### src/rtl/kmult_pkg.sv
package kmult_pkg;
  localparam int NIB_W   = 4;                 // operand half width
  localparam int K_W     = 8;                 // constant width
  localparam int ENTRIES = 1 << NIB_W;        // table depth
  localparam int PROD_W  = NIB_W + K_W;       // table word width
  localparam int X_W     = 2 * NIB_W;         // operand width
  localparam int Y_W     = PROD_W + NIB_W;    // product width
  localparam int N_TBL   = 2;                 // one table per operand half

  // Write strobes from control to datapath
  typedef struct packed {
    logic              wr;
    logic [NIB_W-1:0]  addr;
    logic [PROD_W-1:0] data;
  } tblWr_t;
endpackage

### src/rtl/kmult_table.sv
module kmult_table
  import kmult_pkg::*;
(
  input  logic              clk,
  input  logic              rstN,
  input  tblWr_t            wrStb,
  input  logic              rdEn,
  input  logic [NIB_W-1:0]  rdAddr,
  output logic [PROD_W-1:0] rdWord
);
  logic [PROD_W-1:0] mem [ENTRIES];

  always_ff @(posedge clk) begin
    if (!rstN) begin
      for (int i = 0; i < ENTRIES; i++) mem[i] <= '0;
    end else if (wrStb.wr) begin
      mem[wrStb.addr] <= wrStb.data;
    end
  end

  // Registered read: a write at the same edge is not yet visible
  always_ff @(posedge clk) begin
    if (!rstN)     rdWord <= '0;
    else if (rdEn) rdWord <= mem[rdAddr];
  end
endmodule

### src/rtl/kmult_ctrl.sv
module kmult_ctrl
  import kmult_pkg::*;
(
  input  logic              clk,
  input  logic              rstN,
  input  logic              loadK,
  input  logic [K_W-1:0]    kValue,
  input  logic              wrEn,
  input  logic [NIB_W-1:0]  wrAddr,
  input  logic [PROD_W-1:0] wrData,
  output logic              busy,
  output tblWr_t            wrStb
);
  localparam logic [NIB_W-1:0] LAST_IDX = NIB_W'(ENTRIES - 1);

  logic [NIB_W-1:0]  fillIdx;
  logic [PROD_W-1:0] fillAcc;
  logic [K_W-1:0]    kReg;

  always_ff @(posedge clk) begin
    if (!rstN) begin
      busy    <= 1'b0;
      fillIdx <= '0;
      fillAcc <= '0;
      kReg    <= '0;
    end else if (busy) begin
      fillIdx <= fillIdx + 1'b1;
      fillAcc <= fillAcc + {{NIB_W{1'b0}}, kReg};
      if (fillIdx == LAST_IDX) busy <= 1'b0;
    end else if (loadK) begin
      busy    <= 1'b1;
      fillIdx <= '0;
      fillAcc <= '0;
      kReg    <= kValue;
    end
  end

  // Fill owns the write port while busy; host writes are dropped then
  always_comb begin
    if (busy) begin
      wrStb.wr   = 1'b1;
      wrStb.addr = fillIdx;
      wrStb.data = fillAcc;
    end else begin
      wrStb.wr   = wrEn;
      wrStb.addr = wrAddr;
      wrStb.data = wrData;
    end
  end

  AST_FILL_START: assert property (@(posedge clk) disable iff (!rstN)
    $rose(busy) |-> (fillIdx == '0 && fillAcc == '0));
  AST_FILL_STEP: assert property (@(posedge clk) disable iff (!rstN)
    (busy && fillIdx != LAST_IDX) |=> (busy && fillIdx == NIB_W'($past(fillIdx) + 1'b1)));
  AST_FILL_END: assert property (@(posedge clk) disable iff (!rstN)
    (busy && fillIdx == LAST_IDX) |=> !busy);
  AST_NO_RESTART: assert property (@(posedge clk) disable iff (!rstN)
    (busy && fillIdx != LAST_IDX) |=> $stable(kReg));
endmodule

### src/rtl/kmult_datapath.sv
module kmult_datapath
  import kmult_pkg::*;
(
  input  logic           clk,
  input  logic           rstN,
  input  tblWr_t         wrStb,
  input  logic           opValid,
  input  logic [X_W-1:0] opX,
  output logic           outValid,
  output logic [Y_W-1:0] y
);
  logic [PROD_W-1:0] rdWord [N_TBL];
  logic [PROD_W-1:0] upperSum;

  // Table 0 is indexed by the low half, table 1 by the high half
  for (genvar g = 0; g < N_TBL; g++) begin : gTbl
    kmult_table uTbl (
      .clk    (clk),
      .rstN   (rstN),
      .wrStb  (wrStb),
      .rdEn   (opValid),
      .rdAddr (opX[g*NIB_W +: NIB_W]),
      .rdWord (rdWord[g])
    );
  end

  always_ff @(posedge clk) begin
    if (!rstN) outValid <= 1'b0;
    else       outValid <= opValid;
  end

  // Reduced adder: the low nibble of the low word has nothing to meet
  assign upperSum = rdWord[1] + {{NIB_W{1'b0}}, rdWord[0][PROD_W-1:NIB_W]};
  assign y        = {upperSum, rdWord[0][NIB_W-1:0]};

  AST_VALID_FOLLOWS: assert property (@(posedge clk) disable iff (!rstN)
    opValid |=> outValid);
  AST_VALID_IDLE: assert property (@(posedge clk) disable iff (!rstN)
    !opValid |=> !outValid);
  AST_Y_HOLD: assert property (@(posedge clk) disable iff (!rstN)
    !opValid |=> $stable(y));
endmodule

### src/rtl/kmult_top.sv
module kmult_top
  import kmult_pkg::*;
(
  input  logic              clk,
  input  logic              rstN,
  input  logic              loadK,
  input  logic [K_W-1:0]    kValue,
  input  logic              wrEn,
  input  logic [NIB_W-1:0]  wrAddr,
  input  logic [PROD_W-1:0] wrData,
  input  logic              opValid,
  input  logic [X_W-1:0]    opX,
  output logic              busy,
  output logic              outValid,
  output logic [Y_W-1:0]    y
);
  tblWr_t wrStb;

  kmult_ctrl uCtrl (
    .clk    (clk),
    .rstN   (rstN),
    .loadK  (loadK),
    .kValue (kValue),
    .wrEn   (wrEn),
    .wrAddr (wrAddr),
    .wrData (wrData),
    .busy   (busy),
    .wrStb  (wrStb)
  );

  kmult_datapath uDp (
    .clk      (clk),
    .rstN     (rstN),
    .wrStb    (wrStb),
    .opValid  (opValid),
    .opX      (opX),
    .outValid (outValid),
    .y        (y)
  );

  AST_RESET_QUIET: assert property (@(posedge clk)
    !rstN |=> (!busy && !outValid && y == '0));
endmodule

### config.mk
export PLATFORM = sky130hd
export DESIGN_NAME = kmult_top
export DESIGN_NICKNAME = d
export VERILOG_FILES = /design/src/rtl/kmult_pkg.sv /design/src/rtl/kmult_table.sv /design/src/rtl/kmult_ctrl.sv /design/src/rtl/kmult_datapath.sv /design/src/rtl/kmult_top.sv
export SDC_FILE = /design/constraint.sdc
export NUM_CORES = 1
export LEC_CHECK = 0
export BUFFER_PORTS_ARGS = -buffer_cell sky130_fd_sc_hd__buf_2
export CELL_PAD_IN_SITES_DETAIL_PLACEMENT = 0
export CELL_PAD_IN_SITES_GLOBAL_PLACEMENT = 1
export CORE_MARGIN = 2
export CORE_UTILIZATION = 35
export DETAILED_ROUTE_END_ITERATION = 7
export PLACE_DENSITY_LB_ADDON = 0.1
export SLEW_MARGIN = 15
export SYNTH_ARGS = -nofsm -noshare
export SYNTH_HDL_FRONTEND = slang
export SYNTH_HIERARCHICAL = 1
export SYNTH_SLANG_ARGS = --single-unit
export TNS_END_PERCENT = 1
### constraint.sdc
create_clock -name clk -period 4 [get_ports clk]
set_input_delay 0.2 -clock clk [delete_from_list [all_inputs] [get_ports clk]]
set_output_delay 0.2 -clock clk [all_outputs]
set_load 0.05 [all_outputs]
==> impl_metrics.ini <==
[timing]
max_freq_ghz = 0.351
fin_tns_setup_ps = 0
post-route-period-util_pct = 71.3
rsz0062_at_grt = no
timing.final.ws_setup_ps = 1150
slew_headroom_pct = 25.3
finalHoldViolCount = 0
final-setup-viol-count = 0
min_period_ps = 2850
final.setup_skew_ps = 10.3
worstMarginPinSlew_ps = 1120
maxSlewViolCount = 0

[synthesis]
yosys.area.top_type_share_pct = 55.7
ys_warn_count = 6
synth_cell_types = 58
yosysMostFrequentCell = and2_1
yosysSeqAreaShare_pct = 60.5
synth_top_area_cell = edfxtp_1
async_reset_ff_share_pct = 0
ys_ff_latch = 434
syn-num-nets = 1717
synth.avg_cell_area_um2 = 12.5
syn_area_um2 = 20700
yosys-top-cells-area = edfxtp_1 56%, and2_1 12%, mux2i_1 9.4%
synth_edf_count = 384
synth_commonest_cells = 388 x and2_1, 384 x edfxtp_1, 194 x mux2i_1
synth_cells = 1661
synthFlopType = edfxtp_1

[clocking]
clockBufferDepth = 3
cts_max_level = 2
cts_tree = built
cts.clk_slew.worst_paths_ps = 60
cts_buffers = 50
clock_latency_ps = 590
cts_root_buf = clkbuf_16
post_cts_buffers = 0
ctsResizeCount = 0
cts.sinks = 434

[hold_path]
hold_class = input pin to register

[floorplanning]
die_w_um = 247
die_h_um = 247
start_util_pct = 35.2
die-area_um2 = 61100
pin_count = 55
core_area_um2 = 58800
rows = 89

[drt]
detail-route-antenna-nets = 0
post_drt_wl_per_cell_um = 22.9
vias_per_cell = 5.02
drc = 0
wl_um = 57600
vias = 12659
dr.first_iter.drc_count = 929
drt_first_pass_iters = 5

[placed_design]
dp_hpwl_um = 36500
place.gp.congestion = 0.755
port_buffers = 54
place_ws_ps = 1310
dp.cells = 2414
placed_cell_area_um2 = 21800

[layout]
final_nets = 1757
fin_cells = 2520
regArea_um2 = 12500
n_fill_cell = 5612
final_area_um2 = 23500
drive_above_1_share_pct = 12.3
area_delta_synth_final_pct = 13.6
multi_input_area_um2 = 7590

[worst_setup_path]
cp_slowest_stage_delay_ps = 400
slowest_stage = fa_1
critPathRequiredTime_ps = 3800
path_delay_family = adder cells
end_kind = output pin
critPathBufInv = 2
worstSetupPathType = register to output pin
cp.arrival_ps = 2650
worstPathCellList = ha_1, inv_1, fa_1, nor2b_1, o31a_1, o21ai_1, o211ai_1, buf_2
path_max_fanout = 3
startpoint_type = register

[global_routing]
grt_usage_pct = 19.1
grt_pass1_wl_um = 84400
grt_start_max_net_pins = 73
antenna_found_initial = 5
grt-ovfl-total = 0
grt_pass1_vias = 12510

[run_status]
status = complete, no violations

[power]
leakagePower_nw = 9.13
power_density_nw_per_um2 = 456
irDropWorstVdd_mv = 0.291
power_mw = 10.7

[job]
cap_violations = 0
-- cell usage in the layout, fill, tap and decap left out, types with 9 or more instances in the layout --
| master | count |
|---|---|
| and2_1 | 388 |
| edfxtp_1 | 384 |
| mux2i_1 | 194 |
| nand3_1 | 83 |
| nand2_1 | 77 |
| a22oi_1 | 73 |
| clkbuf_16 | 53 |
| buf_2 | 52 |
| buf_4 | 49 |
| dfxtp_1 | 49 |
| a21oi_1 | 43 |
| nor2_1 | 34 |
| o21ai_0 | 19 |
| nor2b_1 | 17 |
| ha_1 | 17 |
| o21ai_1 | 15 |
| mux2_2 | 14 |
| nand2b_1 | 13 |
| inv_1 | 12 |
| clkbuf_1 | 10 |
| clkinv_2 | 10 |
| nor3b_1 | 10 |
| clkinv_1 | 9 |
| a21boi_0 | 9 |
| xnor2_1 | 9 |
-- report_power, final --
part / internal (mW) / leakage (nW) / total, mW / switching, mW
clock network: 2.65 / 0.798 / 4.48 / 1.83
registers: 5.13 / 4.38 / 5.21 / 0.0812
logic: 0.297 / 3.95 / 1.03 / 0.735
total: 8.07 / 9.13 / 10.7 / 2.65
-- final timing paths --
path	cells after the start	slack (ps)	to	startpoint
min reg2reg	2	450	uDp/gTbl[0].uTbl/rdWord[3]	uDp/gTbl[0].uTbl/rdWord[3]
max	8	1150	y[14]	uDp/gTbl[1].uTbl/rdWord[0]
max reg2reg	4	1320	uDp/gTbl[1].uTbl/mem[0][5]	uCtrl/busy
min	2	70	uDp/outValid	opValid
-- stage by stage --
step | utilization, % | hold slack [ps]
5_1_grt | 40.0 | 50.8
4_1_cts | 40.0 | 46.8
6_report | 40.0 | 71.0
3_3_place_gp | 37.1 | 433
3_5_place_dp | 37.1 | 442
2_1_floorplan | - | 322
-- what timing repair did --
item                                    4_1_cts  5_1_grt
endpoints found under the setup margin        0        0
hold buffers                                  8        0
endpoints found under the hold margin         8        0
-- layer usage --
metal	global-route usage, %	part of all wire [%]	vias to the layer above
li1	-	-	6051
met1	28.0	48	6263
met2	29.5	45	275
met3	3.09	5.5	68
met4	4.65	1.9	2
met5	0	0.012	-
-- sequential cells by signal, summed over array words and instances, names as in the netlist --
register and flops:
uCtrl/fillIdx 4, uCtrl/kReg 8, uCtrl/fillAcc 12, uDp/outValid 1
uCtrl/busy 1, uDp/gTbl.uTbl/rdWord 24, uDp/gTbl.uTbl/mem 384
-- area by class of cell --
cell class | instances | share of cell area [%]
Sequential cell | 434 | 53.3
Multi-Input combinational cell | 1092 | 32.3
Clock buffer | 69 | 6.15
Tap cell | 773 | 4.11
Timing Repair Buffer | 111 | 3.18
Clock inverter | 24 | 0.718
Inverter | 12 | 0.192
Antenna cell | 5 | 0.0532
-- logic make-up after synthesis --
| family | after synthesis | synth area share (%) |
|---|---|---|
| compound gates | 186 | 5.95 |
| mux | 208 | 10.1 |
| flops | 434 | 60.5 |
| buf+inv | 135 | 2.97 |
| simple gates | 666 | 18.6 |
| xor+xnor | 13 | 0.550 |
| fa+ha+maj | 19 | 1.22 |
(Power assumes the default switching activity.)
